[src/rtl/mra_pkg.sv]
package mra_pkg;
  typedef enum logic [1:0] {
    CH_NORMAL      = 2'b00,
    CH_ECHO        = 2'b01,
    CH_LOCAL_LOOP  = 2'b10,
    CH_REMOTE_LOOP = 2'b11
  } chan_mode_e;

  typedef enum logic {
    SEL_MR1 = 1'b0,
    SEL_MR2 = 1'b1
  } mr_sel_e;
endpackage

[src/rtl/mra_ptr.sv]
module mra_ptr
  import mra_pkg::*;
(
  input  logic    clk,
  input  logic    rst_n,
  input  logic    hit,
  input  logic    ptr_rst,
  output mr_sel_e sel
);
  always_ff @(posedge clk or negedge rst_n) begin
    if (!rst_n)                  sel <= SEL_MR1;
    else if (ptr_rst)            sel <= SEL_MR1;
    else if (hit && sel == SEL_MR1) sel <= SEL_MR2;
  end

  AST_PTR_CMD: assert property (@(posedge clk) disable iff (!rst_n)
    ptr_rst |=> sel == SEL_MR1);
  AST_PTR_ADVANCE: assert property (@(posedge clk) disable iff (!rst_n)
    (hit && !ptr_rst && sel == SEL_MR1) |=> sel == SEL_MR2);
  AST_PTR_STICKY: assert property (@(posedge clk) disable iff (!rst_n)
    (!ptr_rst && sel == SEL_MR2) |=> sel == SEL_MR2);
  AST_PTR_IDLE: assert property (@(posedge clk) disable iff (!rst_n)
    (!hit && !ptr_rst) |=> $stable(sel));
endmodule

[src/rtl/mra_mr1_reg.sv]
module mra_mr1_reg #(
  parameter int DATA_W = 8
) (
  input  logic              clk,
  input  logic              rst_n,
  input  logic              we,
  input  logic [DATA_W-1:0] wdata,
  output logic [DATA_W-1:0] q
);
  always_ff @(posedge clk or negedge rst_n) begin
    if (!rst_n)  q <= '0;
    else if (we) q <= wdata;
  end

  AST_MR1_HOLD: assert property (@(posedge clk) disable iff (!rst_n)
    !we |=> $stable(q));
endmodule

[src/rtl/mra_mr2_reg.sv]
module mra_mr2_reg #(
  parameter int DATA_W = 8
) (
  input  logic              clk,
  input  logic              rst_n,
  input  logic              we,
  input  logic              uart_mode,
  input  logic [DATA_W-1:0] wdata,
  output logic [DATA_W-1:0] view,
  output logic [1:0]        chan_mode,
  output logic              rts_auto,
  output logic [DATA_W-4:0] aux
);
  localparam int MODE_LO = DATA_W - 2;
  localparam int RTS_BIT = DATA_W - 3;
  localparam logic [DATA_W-1:0] LIVE_MASK = {2'b11, {(DATA_W-2){1'b0}}};

  logic [DATA_W-1:0] store;

  for (genvar b = 0; b < DATA_W; b++) begin : g_bit
    if (b >= MODE_LO) begin : g_mode
      always_ff @(posedge clk or negedge rst_n) begin
        if (!rst_n)  store[b] <= 1'b0;
        else if (we) store[b] <= wdata[b];
      end
    end else begin : g_uart_only
      always_ff @(posedge clk or negedge rst_n) begin
        if (!rst_n)               store[b] <= 1'b0;
        else if (we && uart_mode) store[b] <= wdata[b];
      end
    end
  end

  assign view      = uart_mode ? store : (store & LIVE_MASK);
  assign chan_mode = store[DATA_W-1:MODE_LO];
  assign rts_auto  = uart_mode & store[RTS_BIT];
  assign aux       = uart_mode ? store[RTS_BIT-1:0] : '0;

  AST_RSV_FROZEN: assert property (@(posedge clk) disable iff (!rst_n)
    !uart_mode |=> $stable(store[RTS_BIT:0]));
  AST_MR2_HOLD: assert property (@(posedge clk) disable iff (!rst_n)
    !we |=> $stable(store));
endmodule

[src/rtl/mode_reg_access.sv]
module mode_reg_access
  import mra_pkg::*;
#(
  parameter int              ADDR_W    = 4,
  parameter logic [ADDR_W-1:0] MR_OFFSET = '0
) (
  input  logic              clk,
  input  logic              rst_n,
  input  logic              cs,
  input  logic              rd,
  input  logic              wr,
  input  logic [ADDR_W-1:0] addr,
  input  logic [7:0]        wdata,
  output logic [7:0]        rdata,
  input  logic              ptr_rst,
  input  logic              uart_mode,
  output logic [7:0]        mr1_q,
  output logic [1:0]        chan_mode,
  output logic              rts_auto,
  output logic [4:0]        mr2_aux
);
  localparam int DATA_W = 8;
  localparam logic [DATA_W-1:0] RSV_MASK = {2'b00, {(DATA_W-2){1'b1}}};

  mr_sel_e           sel;
  logic              hit, wr_hit, rd_hit;
  logic [DATA_W-1:0] mr2_view;

  assign hit    = cs && (rd || wr) && (addr == MR_OFFSET);
  assign wr_hit = hit && wr;
  assign rd_hit = hit && rd;

  mra_ptr u_ptr (
    .clk(clk), .rst_n(rst_n), .hit(hit), .ptr_rst(ptr_rst), .sel(sel)
  );

  mra_mr1_reg #(.DATA_W(DATA_W)) u_mr1 (
    .clk(clk), .rst_n(rst_n), .we(wr_hit && sel == SEL_MR1),
    .wdata(wdata), .q(mr1_q)
  );

  mra_mr2_reg #(.DATA_W(DATA_W)) u_mr2 (
    .clk(clk), .rst_n(rst_n), .we(wr_hit && sel == SEL_MR2),
    .uart_mode(uart_mode), .wdata(wdata), .view(mr2_view),
    .chan_mode(chan_mode), .rts_auto(rts_auto), .aux(mr2_aux)
  );

  always_ff @(posedge clk or negedge rst_n) begin
    if (!rst_n)      rdata <= '0;
    else if (rd_hit) rdata <= (sel == SEL_MR1) ? mr1_q : mr2_view;
  end

  AST_RDATA_HOLD: assert property (@(posedge clk) disable iff (!rst_n)
    !rd_hit |=> $stable(rdata));
  AST_RSV_READ_ZERO: assert property (@(posedge clk) disable iff (!rst_n)
    (rd_hit && sel == SEL_MR2 && !uart_mode) |=> (rdata & RSV_MASK) == '0);
  AST_NO_MR1_WRITE_ON_MR2: assert property (@(posedge clk) disable iff (!rst_n)
    (sel == SEL_MR2) |=> $stable(mr1_q));
endmodule

[config.mk]
export PLATFORM = sky130hd
export DESIGN_NAME = mode_reg_access
export DESIGN_NICKNAME = d
export VERILOG_FILES = /design/src/rtl/mra_pkg.sv /design/src/rtl/mra_ptr.sv /design/src/rtl/mra_mr1_reg.sv /design/src/rtl/mra_mr2_reg.sv /design/src/rtl/mode_reg_access.sv
export SDC_FILE = /design/constraint.sdc
export NUM_CORES = 1
export LEC_CHECK = 0
export ABC_AREA = 1
export BUFFER_PORTS_ARGS = -buffer_cell sky130_fd_sc_hd__clkbuf_2
export CAP_MARGIN = 20
export CORE_ASPECT_RATIO = 1.2
export CORE_MARGIN = 3
export CORE_UTILIZATION = 45
export DETAILED_ROUTE_END_ITERATION = 7
export PLACE_DENSITY = 0.73
export SYNTH_ARGS = -nofsm -noshare
export SYNTH_HDL_FRONTEND = slang
export SYNTH_SLANG_ARGS = --single-unit
export TNS_END_PERCENT = 5
[constraint.sdc]
create_clock -name clk -period 2.7 [get_ports clk]
set_input_delay 0.54 -clock clk [delete_from_list [all_inputs] [get_ports clk]]
set_output_delay 0.54 -clock clk [all_outputs]
set_load 0.02 [all_outputs]
# Word-level counts from Yosys, hierarchy flattened
# Cells that the tools add are included.
dict set report word_totals {
  regBits 25
  word_cells 29
  output_inout_bits 24
  inputBits 19
}
dict set report op_classes {
  n_reduce_logical 11
  muxes 5
  bitwise 2
}
# cell n
set op_table {}
lappend op_table {{$logic_and A1 B1 Y1} 8}
lappend op_table {{$mux W8} 1}
lappend op_table {{$mux W6} 1}
lappend op_table {{$mux W5} 1}
lappend op_table {{$logic_not A4 Y1} 1}
lappend op_table {{$mux W1} 2}
lappend op_table {{$reduce_bool A2 Y1} 1}
lappend op_table {{$and A1 B1 Y1} 1}
lappend op_table {{$logic_or A1 B1 Y1} 1}
lappend op_table {{$not A1 Y1} 1}

# Logic depth before layout (Yosys ltp)
dict set report depth {
  word_depth 6
  depth_mapped 7
  mapped_depth_nobuf 7
}

# Hierarchy
# From an unflattened synthesis, not the netlist that was laid out.
dict set report hier_totals {
  cells_unflattened 168
  area_unflattened_um2 1298.7
}
# module cells_per_inst area_per_inst_um2 n_inst
set modules_own_cells {}
lappend modules_own_cells {mode_reg_access 74 511.7 1}
lappend modules_own_cells {mra_mr2_reg 57 449.2 1}
lappend modules_own_cells {mra_mr1_reg 34 305.3 1}
lappend modules_own_cells {mra_ptr 3 32.5 1}

# Worst setup path before layout
# Ideal clock, no wire load.
dict set report synth_timing {
  kind {input to output}
  from {input uart_mode}
  to {output mr2_aux[1]}
  t_arrival_ns 1.037
  cell_stages 3
  setup_slack_ns 1.123
  cell_sequence {buf_1 > nand2_1 > inv_1}
}
dict set report synth_via {
  elab_chain_cells 1
}
# element line
set synth_rtl {}
lappend synth_rtl {{start: declaration} mode_reg_access.sv:16} ;# input logic uart_mode,
lappend synth_rtl {{$mux W5} mra_mr2_reg.sv:37} ;# assign aux = uart_mode ? store[RTS_BIT-1:0] : '0;
lappend synth_rtl {{end: declaration} mode_reg_access.sv:20} ;# output logic [4:0] mr2_aux
# Every way passes these cells.

# Worst setup path after layout
# Ends and elaborated chain as after synthesis.

==> reports/results.txt <==
Clock skew: 8.43 ps
Worst-path clk slew: 140 ps
Leak: 0.000888 uW
Synth Cell Area: 1240 sq um
Max_slew headroom: 59.0%
Final ANT Viol Nets: 0
Core Area: 2580 sq um
Worst-margin pin slew: 616 ps
Largest net degree at the start of global routing: 26
Hold-fix buffers, CTS: 0
Pre-antenna DRT Iters: 4
Clock root buffer: clkbuf_4
Final #Nets: 214
Io pins: 43
Number of CTS-inserted buffers: 3
Largest stage delay on the critical path: 250 ps
Detailed-route DRC error count: 0
Min setup slack post-route: 987 ps
Hold Violations, Final: 0
Cell mode on critical path: clkbuf_2
All-layer global routing usage: 19.0%
Final wirelength: 2.83 mm
Wire per inst: 12.5 um
Clock power share: 21.8%
Area Overhead vs Synth: 19.7%
Distinct cell type count after synthesis: 18
Crit path launch type: input pin
Mux contribution to synthesized area: 0%
Max VDD drop: 0.000367 V
Post-synth top cells: nand2_1, dfrtp_1, inv_1, o21ai_0, o21ai_2
Syn nets: 172
DR iter-0 viols: 27
PD cells: 513 nW/um^2
Die footprint: 3420 sq um
Vias per cell: 4.88
Number of flops mapped to enable cells by yosys: 0
RePlAce Congestion: 0.819
YS warnings: 0
Register area: 626 sq um
Sw frac: 31.8%
Antenna cells: 0
Unrepaired setup endpoints after global routing: false
Most frequent cell after synthesis: nand2_1
Pre-CTS setup slack: 1010 ps
Fmax: 0.584 GHz
Seq pwr share: 56.3%
Most area-consuming cells after synthesis: dfrtp_1, nand2_1, o21ai_0, o21ai_2, inv_1
Post-cts gate resize count: 0
Finish-stage setup viols: 0
Post-synthesis cell count: 153
Clock period minus worst slack: 1710 ps
Fin. max-slew vios: 0
Worst-path fanout max: 13
Synth async-reset ratio: 100%
TritonCTS clock tree: built
Largest area contributor in the netlist: dfrtp_1
Largest family of logic cells by synthesized area: simple AND/OR/NAND/NOR gates
Max Root-Sink Buffers: 2
Max-cap violation count: 0
Most used DFF post-synth: dfrtp_1
Layout cells sized above 1: 32.0%
Tcrit/Tclk final: 63.5%
CP cell instances: clkbuf_2 > nand2_1 > inv_1 > clkbuf_2
Status: complete, no violations
R2r startpoint: u_ptr.sel
Gr ovfl total: 0
Starting density of the core: 48.0%
Yosys reg bits: 25
IO buf count: 42
Die Y: 63.4 um
DPL Wire Length: 2.25 mm
Vias in the first global route: 1111
Element type at the critical path end: output pin
First-pass GRT wire length: 4.93 mm
Simple logic cell fraction of the synthesized area: 27.3%
Combinational share of power: 21.9%
Fill cells: 269
Top cell type's share of synthesized area: 50.6%
Sequential-to-total area share from yosys stat: 50.6%
Multi-input gate area: 502 sq um
Core Rows: 20
Internal Power: 519 uW
XOR/XNOR share of the synthesized area: 0%
Hold Path Class: input pin to async pin
Die Wd: 53.9 um
Critical path's slowest cell: clkbuf_2
Vias post-DR: 1108
Clock sink count: 25
TNS Setup: 0 ps
Compound-Gate Fraction of Synth Area: 13.2%
Mapped Avg Cell Area: 8.09 sq um
Post-CTS Setup Inserts: 0
Synth Area in Adders: 0%
Sw power: 242 uW
Worst Path Arrival: 1170 ps
Initial antenna violation count: 0
Crit path from: uart_mode
Kind of critical path: input pin to output pin
CP required: 2160 ps
Depth of the CTS H-tree: 1
Clock latency on the worst-skew pair: 320 ps
final timing paths:
path                       slack (ps)             end  cells past startpoint
min                               210  u_mr2.store[4]                      1
min reg2reg                       500  u_mr2.store[5]                      2
max reg2reg                      1180      u_mr1.q[1]                      4
max                               990      mr2_aux[1]                      4
max in group asynchronous        2090      u_mr1.q[0]                      1
min in group clk                  370       u_ptr.sel                      2
cell usage in the layout (no fill, tap or decap), types with 2 or more instances in the layout:
cell type  instances
nand2_1           57
clkbuf_2          42
dfrtp_1           25
inv_1             19
o21ai_0           16
o21ai_2            9
nand3_1            8
nor2_1             5
clkbuf_4           3
nor2_4             2
nand2_2            2
through the flow:
step / total power, uW / cells / hold WS [ps] / util, % / instance area, sq um
2_1_floorplan: 533 / 153 / 244 / - / 1240
3_3_place_gp: 601 / 223 / 470 / 56.4 / 1450
3_5_place_dp: 605 / 223 / 466 / 56.4 / 1450
4_1_cts: 768 / 227 / 234 / 57.5 / 1480
5_1_grt: 806 / 227 / 244 / 57.5 / 1480
6_report: 761 / 227 / 208 / 57.5 / 1480
flip-flops by register name (all words and copies together), names as in the netlist:
name and cells:
rdata 8, u_mr1.q 8, u_mr2.store 6, u_mr2.chan_mode 2, u_ptr.sel 1
power by group through the flow:
stage | logic, uW | registers (uW) | clock network, uW
floorplan | 63.8 | 469 | 0
global placement | 166 | 435 | 0
detailed placement | 169 | 436 | 0
CTS | 170 | 428 | 170
global route | 187 | 432 | 186
finish | 167 | 428 | 166
metal layers:
layer	up-vias	routed length, um	GRT usage [%]
met5	-	0	0
met1	515	1260	25.2
met2	32	1380	31.2
met4	0	31	5.75
li1	557	-	-
met3	4	151	2.36
worst max-delay path: cells and delay by family:
family | cells | cell delay, ps
and+or+nand+nor | 1 | 130
buffers and inverters | 3 | 500
cell type report:
cell class / instances / area share [%]
clock buffers: 3 / 1.52
inverters: 20 / 5.07
clock inverters: 1 / 0.338
multi-input cells: 103 / 33.9
flip-flops and latches: 25 / 42.2
well taps: 33 / 2.79
repair buffers: 42 / 14.2
kinds of logic after synthesis:
logic type      Yosys count
flops                    25
compound gates           26
simple gates             77
buf+inv                  25
Power figures use the tool's default switching activity.
